File: src/rtl/smb_pkg.sv
package smb_pkg;
    localparam int BYTE_W = 8;

    typedef enum logic [1:0] {
        OP_ADDR = 2'd0,
        OP_WR   = 2'd1,
        OP_RD   = 2'd2,
        OP_STOP = 2'd3
    } eng_op_e;

    typedef enum logic [3:0] {
        S_IDLE, S_ADDR, S_CMD, S_ADDR_RD,
        S_WR_LO, S_WR_HI, S_WR_BLK,
        S_RD_LO, S_RD_HI, S_RD_BLK, S_STOP
    } seq_state_e;

    localparam logic [2:0] PROT_QUICK = 3'd0;
    localparam logic [2:0] PROT_BYTE  = 3'd1;
    localparam logic [2:0] PROT_BDATA = 3'd2;
    localparam logic [2:0] PROT_WORD  = 3'd3;
    localparam logic [2:0] PROT_BLOCK = 3'd5;

    localparam logic [2:0] OFF_STS = 3'd0;
    localparam logic [2:0] OFF_CTL = 3'd2;
    localparam logic [2:0] OFF_CMD = 3'd3;
    localparam logic [2:0] OFF_ADR = 3'd4;
    localparam logic [2:0] OFF_LO  = 3'd5;
    localparam logic [2:0] OFF_HI  = 3'd6;
    localparam logic [2:0] OFF_BLK = 3'd7;
endpackage

File: src/rtl/smb_blk_buf.sv
module smb_blk_buf #(
    parameter int DEPTH = 32,
    parameter int W     = 8,
    parameter int IW    = $clog2(DEPTH)
) (
    input  logic          clk,
    input  logic          rst_n,
    input  logic          we,
    input  logic [IW-1:0] widx,
    input  logic [W-1:0]  wdata,
    input  logic [IW-1:0] ridx_a,
    output logic [W-1:0]  rdata_a,
    input  logic [IW-1:0] ridx_b,
    output logic [W-1:0]  rdata_b
);
    logic [W-1:0] mem [DEPTH];

    always_ff @(posedge clk or negedge rst_n) begin
        if (!rst_n) begin
            for (int i = 0; i < DEPTH; i++) mem[i] <= '0;
        end else begin
            for (int i = 0; i < DEPTH; i++)
                if (we && widx == IW'(i)) mem[i] <= wdata;
        end
    end

    assign rdata_a = mem[ridx_a];
    assign rdata_b = mem[ridx_b];
endmodule

File: src/rtl/smb_seq.sv
module smb_seq
    import smb_pkg::*;
#(
    parameter int IW = 5
) (
    input  logic              clk,
    input  logic              rst_n,
    input  logic              start,
    input  logic [2:0]        prot,
    input  logic              rd,
    input  logic [BYTE_W-1:0] addr_byte,
    input  logic [BYTE_W-1:0] cmd,
    input  logic [BYTE_W-1:0] lo,
    input  logic [BYTE_W-1:0] hi,
    input  logic [BYTE_W-1:0] blk_rdata,
    input  logic              eng_ack,
    input  logic              eng_nack,
    input  logic [BYTE_W-1:0] eng_rdata,
    output logic              eng_req,
    output logic [1:0]        eng_op,
    output logic [BYTE_W-1:0] eng_wdata,
    output logic              busy,
    output logic              cap_lo,
    output logic              cap_hi,
    output logic              cap_blk,
    output logic [IW-1:0]     blk_idx,
    output logic              fin_ok,
    output logic              fin_err
);
    seq_state_e        state_q, state_d;
    logic [BYTE_W-1:0] ptr_q, ptr_inc;
    logic              nacked_q;
    logic              supported, good_ack;
    eng_op_e           op_c;

    assign supported = (prot == PROT_QUICK) || (prot == PROT_BYTE) ||
                       (prot == PROT_BDATA) || (prot == PROT_WORD) ||
                       (prot == PROT_BLOCK);
    assign good_ack  = eng_ack && !eng_nack;
    assign ptr_inc   = ptr_q + 8'd1;

    always_ff @(posedge clk or negedge rst_n) begin
        if (!rst_n) state_q <= S_IDLE;
        else        state_q <= state_d;
    end

    always_ff @(posedge clk or negedge rst_n) begin
        if (!rst_n) begin
            ptr_q    <= '0;
            nacked_q <= 1'b0;
        end else if (start) begin
            ptr_q    <= '0;
            nacked_q <= 1'b0;
        end else begin
            if (good_ack && (state_q == S_WR_BLK || state_q == S_RD_BLK))
                ptr_q <= ptr_inc;
            if (eng_ack && eng_nack && state_q != S_STOP)
                nacked_q <= 1'b1;
        end
    end

    always_comb begin
        state_d = state_q;
        unique case (state_q)
            S_IDLE:    if (start && supported) state_d = S_ADDR;
            S_ADDR:    if (good_ack) begin
                           if (prot == PROT_QUICK)          state_d = S_STOP;
                           else if (prot == PROT_BYTE && rd) state_d = S_RD_LO;
                           else                              state_d = S_CMD;
                       end
            S_CMD:     if (good_ack) begin
                           if (prot == PROT_BYTE) state_d = S_STOP;
                           else if (rd)           state_d = S_ADDR_RD;
                           else                   state_d = S_WR_LO;
                       end
            S_ADDR_RD: if (good_ack) state_d = S_RD_LO;
            S_WR_LO:   if (good_ack) begin
                           if (prot == PROT_WORD)                    state_d = S_WR_HI;
                           else if (prot == PROT_BLOCK && lo != '0)  state_d = S_WR_BLK;
                           else                                      state_d = S_STOP;
                       end
            S_WR_HI:   if (good_ack) state_d = S_STOP;
            S_WR_BLK:  if (good_ack && ptr_inc == lo) state_d = S_STOP;
            S_RD_LO:   if (good_ack) begin
                           if (prot == PROT_WORD)                          state_d = S_RD_HI;
                           else if (prot == PROT_BLOCK && eng_rdata != '0) state_d = S_RD_BLK;
                           else                                            state_d = S_STOP;
                       end
            S_RD_HI:   if (good_ack) state_d = S_STOP;
            S_RD_BLK:  if (good_ack && ptr_inc == lo) state_d = S_STOP;
            S_STOP:    if (eng_ack) state_d = S_IDLE;
            default:   state_d = S_IDLE;
        endcase
        if (state_q != S_IDLE && state_q != S_STOP && eng_ack && eng_nack)
            state_d = S_STOP;
    end

    always_comb begin
        op_c      = OP_STOP;
        eng_wdata = '0;
        unique case (state_q)
            S_IDLE:    op_c = OP_STOP;
            S_ADDR:    begin
                           op_c      = OP_ADDR;
                           eng_wdata = (prot == PROT_QUICK || prot == PROT_BYTE) ?
                                       addr_byte : {addr_byte[BYTE_W-1:1], 1'b0};
                       end
            S_CMD:     begin op_c = OP_WR;   eng_wdata = cmd;       end
            S_ADDR_RD: begin op_c = OP_ADDR; eng_wdata = addr_byte; end
            S_WR_LO:   begin op_c = OP_WR;   eng_wdata = lo;        end
            S_WR_HI:   begin op_c = OP_WR;   eng_wdata = hi;        end
            S_WR_BLK:  begin op_c = OP_WR;   eng_wdata = blk_rdata; end
            S_RD_LO, S_RD_HI, S_RD_BLK: op_c = OP_RD;
            S_STOP:    op_c = OP_STOP;
            default:   op_c = OP_STOP;
        endcase
        eng_req = (state_q != S_IDLE);
        busy    = (state_q != S_IDLE);
        cap_lo  = good_ack && state_q == S_RD_LO;
        cap_hi  = good_ack && state_q == S_RD_HI;
        cap_blk = good_ack && state_q == S_RD_BLK;
        fin_ok  = state_q == S_STOP && eng_ack && !nacked_q;
        fin_err = (state_q == S_STOP && eng_ack && nacked_q) ||
                  (state_q == S_IDLE && start && !supported);
    end

    assign eng_op  = op_c;
    assign blk_idx = ptr_q[IW-1:0];
endmodule

File: src/rtl/smb_host_regs.sv
module smb_host_regs
    import smb_pkg::*;
#(
    parameter int DEPTH = 32
) (
    input  logic        clk,
    input  logic        rst_n,
    input  logic [2:0]  reg_addr,
    input  logic        reg_wr,
    input  logic        reg_rd,
    input  logic [7:0]  reg_wdata,
    output logic [7:0]  reg_rdata,
    output logic        eng_req,
    output logic [1:0]  eng_op,
    output logic [7:0]  eng_wdata,
    input  logic        eng_ack,
    input  logic        eng_nack,
    input  logic [7:0]  eng_rdata
);
    localparam int IW = $clog2(DEPTH);

    logic [4:0]        ctl_q;
    logic [BYTE_W-1:0] cmd_q, adr_q, lo_q, hi_q;
    logic              done_q, err_q;
    logic [IW-1:0]     hidx_q;
    logic              seq_busy, wr_ok, start;
    logic              cap_lo, cap_hi, cap_blk, fin_ok, fin_err;
    logic [IW-1:0]     blk_idx, buf_widx;
    logic [BYTE_W-1:0] host_rbyte, eng_rbyte, buf_wdata;
    logic              buf_we;
    logic [2:0]        prot_sel;

    assign wr_ok    = reg_wr && !seq_busy;
    assign start    = wr_ok && reg_addr == OFF_CTL && reg_wdata[6];
    assign prot_sel = start ? reg_wdata[4:2] : ctl_q[4:2];

    assign buf_we    = seq_busy ? cap_blk : (wr_ok && reg_addr == OFF_BLK);
    assign buf_widx  = seq_busy ? blk_idx : hidx_q;
    assign buf_wdata = seq_busy ? eng_rdata : reg_wdata;

    smb_blk_buf #(.DEPTH(DEPTH), .W(BYTE_W), .IW(IW)) u_buf (
        .clk(clk), .rst_n(rst_n), .we(buf_we), .widx(buf_widx), .wdata(buf_wdata),
        .ridx_a(hidx_q), .rdata_a(host_rbyte), .ridx_b(blk_idx), .rdata_b(eng_rbyte)
    );

    smb_seq #(.IW(IW)) u_seq (
        .clk(clk), .rst_n(rst_n), .start(start), .prot(prot_sel), .rd(adr_q[0]),
        .addr_byte(adr_q), .cmd(cmd_q), .lo(lo_q), .hi(hi_q), .blk_rdata(eng_rbyte),
        .eng_ack(eng_ack), .eng_nack(eng_nack), .eng_rdata(eng_rdata),
        .eng_req(eng_req), .eng_op(eng_op), .eng_wdata(eng_wdata), .busy(seq_busy),
        .cap_lo(cap_lo), .cap_hi(cap_hi), .cap_blk(cap_blk), .blk_idx(blk_idx),
        .fin_ok(fin_ok), .fin_err(fin_err)
    );

    always_ff @(posedge clk or negedge rst_n) begin
        if (!rst_n) begin
            ctl_q  <= '0;
            cmd_q  <= '0;
            adr_q  <= '0;
            lo_q   <= '0;
            hi_q   <= '0;
            hidx_q <= '0;
            done_q <= 1'b0;
            err_q  <= 1'b0;
        end else begin
            if (wr_ok) begin
                unique case (reg_addr)
                    OFF_CTL: ctl_q  <= reg_wdata[4:0];
                    OFF_CMD: cmd_q  <= reg_wdata;
                    OFF_ADR: adr_q  <= reg_wdata;
                    OFF_LO:  lo_q   <= reg_wdata;
                    OFF_HI:  hi_q   <= reg_wdata;
                    OFF_BLK: hidx_q <= hidx_q + IW'(1);
                    default: ;
                endcase
            end
            if (reg_rd && reg_addr == OFF_BLK) hidx_q <= hidx_q + IW'(1);
            if (reg_rd && reg_addr == OFF_CTL) hidx_q <= '0;
            if (cap_lo) lo_q <= eng_rdata;
            if (cap_hi) hi_q <= eng_rdata;
            if (reg_wr && reg_addr == OFF_STS) begin
                if (reg_wdata[1]) done_q <= 1'b0;
                if (reg_wdata[2]) err_q  <= 1'b0;
            end
            if (start) begin
                done_q <= 1'b0;
                err_q  <= 1'b0;
            end
            if (fin_ok)  done_q <= 1'b1;
            if (fin_err) err_q  <= 1'b1;
        end
    end

    always_comb begin
        unique case (reg_addr)
            OFF_STS: reg_rdata = {5'b0, err_q, done_q, seq_busy};
            OFF_CTL: reg_rdata = {3'b0, ctl_q};
            OFF_CMD: reg_rdata = cmd_q;
            OFF_ADR: reg_rdata = adr_q;
            OFF_LO:  reg_rdata = lo_q;
            OFF_HI:  reg_rdata = hi_q;
            OFF_BLK: reg_rdata = host_rbyte;
            default: reg_rdata = '0;
        endcase
    end
endmodule

File: config.mk
export PLATFORM = sky130hd
export DESIGN_NAME = smb_host_regs
export DESIGN_NICKNAME = d
export VERILOG_FILES = /design/src/rtl/smb_pkg.sv /design/src/rtl/smb_blk_buf.sv /design/src/rtl/smb_seq.sv /design/src/rtl/smb_host_regs.sv
export SDC_FILE = /design/constraint.sdc
export NUM_CORES = 1
export LEC_CHECK = 0
export ABC_AREA = 1
export CAP_MARGIN = 20
export CORE_MARGIN = 8
export CORE_UTILIZATION = 50
export CTS_CLUSTER_DIAMETER = 40
export DETAILED_ROUTE_END_ITERATION = 8
export DONT_BUFFER_PORTS = 1
export PLACE_DENSITY = 0.77
export SKIP_CTS_REPAIR_TIMING = 1
export SLEW_MARGIN = 10
export SYNTH_ARGS = -nofsm -noshare
export SYNTH_HDL_FRONTEND = slang
export SYNTH_HIERARCHICAL = 1
export SYNTH_SLANG_ARGS = --single-unit
File: constraint.sdc
create_clock -name clk -period 9.2 [get_ports clk]
set_input_delay 2.76 -clock clk [delete_from_list [all_inputs] [get_ports clk]]
set_output_delay 2.76 -clock clk [all_outputs]
set_load 0.1 [all_outputs]
**Word level (Yosys, flattened, before mapping)**

Cells that the tools add are included.

- Output and inout bits: 19
- Bits in writable memories: 0
- Bits in read-only memories: 0
- Bits in latches: 0
- Bits in registers: 313
- Logic and storage cells: 268
- Bits of input ports: 25
- Memories: 0

- Multiplexer cells: 55
- Shifts and indexed selects: 0
- Add/sub/neg operators: 2
- Bitwise gates (word level): 2
- Multiply operators: 0
- Equality and inequality tests: 62
- Reduce and logical (&&, ||, !) cells: 102
- Order comparisons: 2
- Divide/modulo/power cells: 0

Operator list:

| kind | number |
|---|---|
| $mux W8 | 13 |
| $bmux W8 S5 | 2 |
| $eq A5 B5 Y1 const B | 16 |
| $mux W4 | 15 |
| $logic_and A1 B1 Y1 | 59 |
| $pmux W8 S7 | 1 |
| $pmux W8 S6 | 1 |
| $eq A5 B4 Y1 const B | 8 |
| $pmux W4 S9 | 1 |
| $mux W5 | 5 |
| $ne A3 B1 Y1 const B | 8 |
| $eq A5 B3 Y1 const B | 4 |
| $reduce_bool A3 Y1 | 6 |
| $eq A4 B3 Y1 const B | 4 |
| $reduce_and A2 Y1 | 8 |
| $reduce_bool A8 Y1 | 2 |
| $eq A3 B3 Y1 const B | 5 |
| $eq A3 B2 Y1 const B | 4 |
| $eq A4 B4 Y1 const B | 3 |
| $ge A6 B6 Y1 const B | 2 |
| $mux W1 | 12 |
| $not A5 Y6 | 2 |
| $reduce_bool A2 Y1 | 6 |
| $eq A5 B2 Y1 const B | 2 |
| other kinds (22) | 36 |

**Longest topological paths before layout**

Gate-level depths: netlist (run 1).

- Depth in word-level cells: 16
- Depth in mapped cells: 20
- Gate-level depth less buffers: 19

**By module**

Netlist (run 1), hierarchy kept.

By module, submodules not included:

| module | area an instance (um^2) | seq. area each (um^2) | instances | cells each |
|---|---|---|---|---|
| smb_blk_buf | 14,566.5 | 6,406.1 | 1 | 2,115 |
| smb_host_regs | 2,782.7 | 1,101.1 | 1 | 379 |
| smb_seq | 1,604.0 | 325.3 | 1 | 260 |

**Worst setup path before layout (run 1)**

OpenSTA, ideal clock, no wires.

- Kind: input -> output
- Start: input reg_addr[0]
- End: output eng_wdata[0]
- Required time: 6.440 ns
- Arrival time: 4.928 ns
- Slack: 1.512 ns
- Cell stages on the path: 11
- Path buffers: 1
- Cell sequence: buf_4 > inv_2 > nand2_2 > nor2_8 > nand3_4 > o21ai_1 > inv_1 > nand3_1 > inv_1 > o311ai_0 > nand3_1

- Word-level cells in the longest chain between the ends: 8
- Elaborated cells on any way between the ends: 9
- Classes of those cells: 2 x eq/ne; 3 x mux; 4 x reduce/logical

RTL lines:

| what | RTL line | text |
|---|---|---|
| from (decl) | smb_host_regs.sv:8 | `input logic [2:0] reg_addr,` |
| $eq A3 B2 Y1 * | smb_host_regs.sv:34 | `assign start = wr_ok && reg_addr == OFF_CTL && reg_wdata[6];` |
| $logic_and A1 B1 Y1 * (2 in a row) | smb_host_regs.sv:34 |  |
| $mux W3 * | smb_host_regs.sv:35 | `assign prot_sel = start ? reg_wdata[4:2] : ctl_q[4:2];` |
| named net prot_sel[1] | smb_host_regs.sv:31 | `logic [2:0] prot_sel;` |
| $eq A3 B1 Y1 / $logic_not A3 Y1 (equally long branches) | smb_seq.sv:105 | `eng_wdata = (prot == PROT_QUICK \|\| prot == PROT_BYTE) ?` |
| $logic_or A1 B1 Y1 * | smb_seq.sv:105 |  |
| $mux W1 * | smb_seq.sv:105 |  |
| $pmux W8 S6 * | smb_seq.sv:101 | `unique case (state_q)` |
| to (decl) | smb_host_regs.sv:15 | `output logic [7:0] eng_wdata,` |

The timed path passes the listed nets; every way through them passes the cells marked *.

**Worst setup path after layout (run 1)**

Ends and elaborated chain as after synthesis.

==> summary.txt, run 1 <==
Post-Syn Nets: 2,781
worst setup path startpoint: reg_addr[0]
Hold Path Stages: 2
max-slew violation count: 0
final setup TNS: 0 ns
slew at the pin closest to its max-slew limit: 1.13 ns
chip width: 211 um
via count: 19,300
post-synth cell types: 43
Pleak: 9.56 nW
crit path capture type: output pin
largest net degree at the start of global routing: 314
CTS root buffer: clkbuf_16
worst setup margin: 1.83 ns
commonest non-fill, non-tap cell in the layout: nand2_1
FMAX: 136 MHz
final-layout fill cell count: 3,436
WL met3: 7.12 mm
uppermost layer routed: met4
terminating pin of the worst hold path: u_buf/mem[81]$_DFFE_PN0P_
Clock Latency Late Sink: 0.60 ns
Ports: 44
via count of the first global-routing pass: 18,300
post-synthesis sequential area ratio: 0.413
Fin. Hold Viols: 0
hold_sp: u_buf/mem[81]$_DFFE_PN0P_
worst r2r path cells: 10
Remaining Overflow, GRT: 0
clock sink count: 313
startpoint type of the worst setup path: input pin
Reg-to-Reg Start: u_seq/ptr_q[0]$_DFFE_PN0P_
placed cell count: 3,116
CTS Buf Count: 52
RSZ-0062 raised after global routing: false
non-filler cells, final: 3,212
Max Cap Viol: 0
P&R area growth vs syn: 10.2%
share of cells above drive strength 1: 0.0963
required time of the critical path: 6.44 ns
Worst R2R Setup Slack: 5.66 ns
clk buf depth: 3
Reg-to-Reg End: u_buf/mem[176]$_DFFE_PN0P_
kind of critical path: in -> out
count of mapped cells out of synthesis: 2,754
core area: 37,500 sq um
Post-Syn Area per Cell: 6.88 sq um
Seq cells post-synth: 313
final WL: 63.7 mm
First-pass DRT Iterations: 6
post-place setup slack: 1.87 ns
Nets: 2,686
# H-tree levels: 2
First DRT Iteration DRCs: 2,602
WP data arrival: 4.61 ns
clock-pin slew on the worst setup and hold paths: 0.05 ns
Rows: 71
Slew headroom: 0.242
Die Y: 211 um
Post-Syn Area: 19,000 sq um
Die ar.: 44,400 sq um
drt via density: 6.02
PwrDens: 344 nW/um^2
# setup viols final: 0
antenna violations before repair: 0
hold crit path type: reg -> reg
Overall Power: 7.18 mW
Worst Skew: 0.0230 ns
minimum clock period after layout: 7.37 ns
post-route cell area: 20,900 sq um
worst-path fanout max: 10
Ant. Diodes: 0
CTS tree: done
Max rail drop VDD: 0.000263 V
commonest non-fill, non-tap cells in the layout: 1,179 x nand2_1, 442 x nand3_1, 309 x dfrtp_1, 231 x o21ai_0, 86 x inv_1
first-pass GRT wire length: 99.7 mm
post-DP HPWL: 39.3 mm
YS warnings: 6
Overall Global Routing Usage: 0.281
DR WL met2: 28.8 mm
initial core utilization: 0.506
Placer Congestion: 0.928
fin crit share: 0.801
Area after DPL: 19,100 sq um
drt drc: 0
met1 WL: 24.6 mm
Port Buf Inserts: 0
antenna-violating nets left: 0
Routed wire per std cell: 19.8 um
status: complete, no violations
report_power, final:
group	internal, mW	switching [mW]
clock	1.27	0.756
sequential	1.66	0.315
combinational	0.827	2.35
layer usage:
layer	vias up	GRT usage
met5	-	0
li1	8797	-
met3	235	0.0663
met4	0	0.153
met2	1213	0.440
met1	9093	0.357
critical path: stages:
cell	delay, ns
inv_2	0.11
nand2_2	0.11
nor2_8	0.16
nand3_4	0.13
o21ai_1	0.31
inv_1	0.08
nand3_1	0.14
inv_1	0.08
o311ai_0	0.30
nand3_1	0.16
buf_4	0.27
Yosys cell counts (all sizes together):
library cell / instances / share of area
a211oi: 1 / 0.00040
a21oi: 11 / 0.0035
a221oi: 5 / 0.0023
a22o: 5 / 0.0023
and3: 1 / 0.00033
buf: 124 / 0.039
clkbuf: 59 / 0.012
clkinv: 1 / 0.00046
dfrtp: 313 / 0.41
ha: 2 / 0.0013
inv: 106 / 0.021
nand2: 1205 / 0.24
nand3: 449 / 0.12
nand4: 20 / 0.0066
nor2: 88 / 0.026
nor3: 6 / 0.0018
nor4: 1 / 0.00033
o211ai: 3 / 0.0012
o21ai: 342 / 0.099
o21bai: 1 / 0.00040
o22ai: 5 / 0.0017
o311ai: 1 / 0.00046
o31ai: 1 / 0.00040
or2: 2 / 0.00092
xnor2: 1 / 0.00046
xor2: 1 / 0.00046
stage by stage:
| step | util | hold slack, ns |
|---|---|---|
| floorplan | - | 0.459 |
| global placement | 0.506 | 0.488 |
| detailed placement | 0.509 | 0.492 |
| CTS | 0.557 | 0.507 |
| global route | 0.557 | 0.528 |
| finish | 0.557 | 0.505 |
worst max path at each step:
stage | end
after floorplan | eng_wdata[0]
after CTS | eng_wdata[0]
after global routing | eng_wdata[0]
final | eng_wdata[0]
after detailed placement | eng_wdata[0]
after global placement | eng_wdata[0]
layout make-up:
| cell class | instances | area (sq um) | share of cell area |
|---|---|---|---|
| clock inverter | 38 | 458 | 0.0219 |
| clock buffer | 58 | 1350 | 0.0648 |
| tap | 511 | 639 | 0.0306 |
| timing repair buffer | 34 | 395 | 0.0189 |
| sequential | 313 | 7840 | 0.375 |
| multi-input combinational | 2151 | 9780 | 0.468 |
| inverter | 107 | 417 | 0.0199 |
kinds of logic (layout without fill, tap and decap cells):
group,Yosys count,after routing,share of synthesized area
AOI/OAI and AO/OA,375,375,0.111
and+or+nand+nor,1772,1772,0.401
xor gates and xnor gates,2,2,0.000924
buffers and inverters,290,237,0.0720
adders and majority gates,2,2,0.00132
DFF,313,313,0.413
state kept, by name (all words and copies together), names as in the netlist, 4 cells and up:
| name | flops |
|---|---|
| ctl_q | 5 |
| hidx_q | 5 |
| cmd_q | 8 |
| u_seq/state_q | 4 |
| hi_q | 8 |
| u_buf/mem | 256 |
| u_seq/ptr_q | 8 |
| adr_q | 8 |
| lo_q | 8 |
(Power assumes the default switching activity.)
==> run 2: changes to the inputs <==
- PLACE_DENSITY: 0.77 -> 0.8
- clock period: 9.2 -> 6.1 ns (I/O delays scaled with it)
==> run 2 against run 1 <==
Against the previous run: critical path depth did not move; via count barely moved; cell count rose by 0.22%; core utilization fell by 0.093 points; final area fell by 0.17%; count of clock-buffer cells in the layout rose by 3; clock power rose by 36%; die area did not move; total power rose by 48%; clock skew fell by 0.0055 ns; register-to-register slack got worse by 3.0 ns; critical endpoint unchanged; largest power group unchanged.
==> summary.txt, run 2 (same netlist as run 1, synthesis figures left out) <==
Reg-to-Reg Start: u_seq/state_q[2]$_DFFE_PN0P_ (was u_seq/ptr_q[0]$_DFFE_PN0P_)
FMAX: 178 MHz
Nets: 2,695 (was 2,686)
RSZ-0062 raised after global routing: false (unchanged)
antenna-violating nets left: 0 (unchanged)
commonest non-fill, non-tap cells in the layout: 1,179 x nand2_1, 442 x nand3_1, 309 x dfrtp_1, 231 x o21ai_0, 86 x inv_1 (unchanged)
hold crit path type: reg -> reg (unchanged)
minimum clock period after layout: 5.63 ns
Ant. Diodes: 0 (unchanged)
slew at the pin closest to its max-slew limit: 1.17 ns (was 1.13 ns)
final setup TNS: 0 ns (unchanged)
Reg with most FFs: u_buf/mem (unchanged)
largest net degree at the start of global routing: 314 (unchanged)
post-route cell area: 20,900 sq um (about the same)
Max Cap Viol: 0 (unchanged)
# H-tree levels: 2 (unchanged)
First-pass DRT Iterations: 6 (unchanged)
Ports: 44 (unchanged)
chip width: 211 um (unchanged)
terminating pin of the worst hold path: u_buf/mem[87]$_DFFE_PN0P_ (was u_buf/mem[81]$_DFFE_PN0P_)
core area: 37,500 sq um (unchanged)
final WL: 63.4 mm (was 63.7 mm)
hold_sp: u_buf/mem[87]$_DFFE_PN0P_ (was u_buf/mem[81]$_DFFE_PN0P_)
Port Buf Inserts: 0 (unchanged)
status: complete, no violations (unchanged)
clock-pin slew on the worst setup and hold paths: 0.05 ns (about the same)
final-layout fill cell count: 3,491 (was 3,436)
Routed wire per std cell: 19.7 um (was 19.8 um)
worst r2r path cells: 12 (was 10)
Overall Global Routing Usage: 0.279 (was 0.281)
clock share of power: 0.261 (was 0.283)
Slew headroom: 0.219 (was 0.242)
P&R area growth vs syn: 10.0% (was 10.2%)
Placer Congestion: 0.976 (was 0.928)
CTS root buffer: clkbuf_16 (unchanged)
PwrDens: 510 nW/um^2 (was 344 nW/um^2)
Switching Fraction: 0.481 (was 0.476)
commonest non-fill, non-tap cell in the layout: nand2_1 (unchanged)
Pleak: 9.56 nW (about the same)
worst setup margin: 0.470 ns (was 1.83 ns)
part of the power in registers: 0.273 (was 0.275)
drt via density: 6.01 (was 6.02)
post-DP HPWL: 40.2 mm (was 39.3 mm)
initial core utilization: 0.506 (unchanged)
drt drc: 0 (unchanged)
startpoint type of the worst setup path: input pin (unchanged)
via count of the first global-routing pass: 18,100 (was 18,300)
crit path capture type: output pin (unchanged)
Worst Skew: 0.0175 ns (was 0.0230 ns)
Fin. Hold Viols: 0 (unchanged)
required time of the critical path: 4.27 ns (was 6.44 ns)
worst-path fanout max: 10 (unchanged)
Int Power: 5.52 mW (was 3.76 mW)
post-place setup slack: 0.512 ns (was 1.87 ns)
clock sink count: 313 (unchanged)
Hold Path Stages: 2 (unchanged)
antenna violations before repair: 1 (was 0)
Largest register FFs: 256 (unchanged)
Clock Latency Late Sink: 0.58 ns (was 0.60 ns)
CTS tree: done (unchanged)
clk buf depth: 3 (unchanged)
max-slew violation count: 0 (unchanged)
Worst R2R Setup Slack: 2.65 ns (was 5.66 ns)
Rows: 71 (unchanged)
# setup viols final: 0 (unchanged)
via count: 19,300 (about the same)
NetSw: 5.11 mW (was 3.42 mW)
share of cells above drive strength 1: 0.0982 (was 0.0963)
combinational power share: 0.466 (was 0.442)
Max rail drop VDD: 0.000359 V (was 0.000263 V)
first-pass GRT wire length: 99.2 mm (was 99.7 mm)
Area after DPL: 19,200 sq um (was 19,100 sq um)
kind of critical path: in -> out (unchanged)
fin crit share: 0.923
Reg-to-Reg End: u_buf/mem[181]$_DFFE_PN0P_ (was u_buf/mem[176]$_DFFE_PN0P_)
Remaining Overflow, GRT: 0 (unchanged)
WP data arrival: 3.80 ns (was 4.61 ns)
First DRT Iteration DRCs: 2,791 (was 2,602)
Die Y: 211 um (unchanged)
CTS Buf Count: 49 (was 52)
Die ar.: 44,400 sq um (unchanged)
## run 2: cell count changes in the layout (fill, tap and decap cells not counted)
cell / change
buf_12: +4
buf_16: -1
buf_4: +8
buf_8: +1
bufinv_16: -5
clkbuf_1: +1
clkbuf_16: -1
clkbuf_8: +3
clkinv_2: -1
clkinv_8: -1
inv_8: -1
## run 2: routing by layer
metal,share of wire,wire length (um),GRT usage
met1,0.39,24400,0.368
met2,0.45,28200,0.427
met3,0.12,7530,0.0610
met4,0.051,3210,0.148
met5,0,0,0
## run 2: worst max-delay path by stage
stage	slack, ns	to	from
6_report	0.47	eng_wdata[0]	reg_addr[0]
5_1_grt	0.22	eng_wdata[0]	reg_addr[0]
4_1_cts	0.50	eng_wdata[0]	reg_addr[0]
3_5_place_dp	0.51	eng_wdata[0]	reg_addr[0]
3_3_place_gp	0.53	eng_wdata[0]	reg_addr[0]
2_1_floorplan	0.27	eng_wdata[0]	reg_addr[0]
## run 2: power by group through the flow
stage               logic, mW  clock network, mW  registers [mW]
global route             5.26               2.91            2.95
global placement         4.63                  0            2.89
floorplan                3.38                  0            2.80
finish                   4.96               2.77            2.90
CTS                      4.78               2.80            2.88
detailed placement       4.76                  0            2.91
## run 2: critical path: stages
cell	delay, ns
inv_2	0.11
nand2_2	0.10
nor2_8	0.14
nand3_4	0.13
o21ai_1	0.29
inv_1	0.07
nand3_1	0.13
inv_1	0.08
o311ai_0	0.48
nand3_1	0.15
buf_4	0.27
## run 2: cell type report
cell class / instances / area (sq um) / share of cell area
timing repair buffer: 46 / 523 / 0.0251
inverter: 107 / 417 / 0.0200
tap: 511 / 639 / 0.0307
clock inverter: 30 / 275 / 0.0132
sequential: 313 / 7840 / 0.376
clock buffer: 61 / 1370 / 0.0659
multi-input combinational: 2151 / 9780 / 0.469
## run 2: metrics by stage
stage,instances,power (mW),hold WS (ns),util
after floorplan,2754,6.18,0.459,-
after global placement,3124,7.52,0.488,0.510
after detailed placement,3127,7.67,0.492,0.512
after CTS,3218,10.5,0.504,0.556
after global routing,3219,11.1,0.508,0.556
final,3219,10.6,0.503,0.556
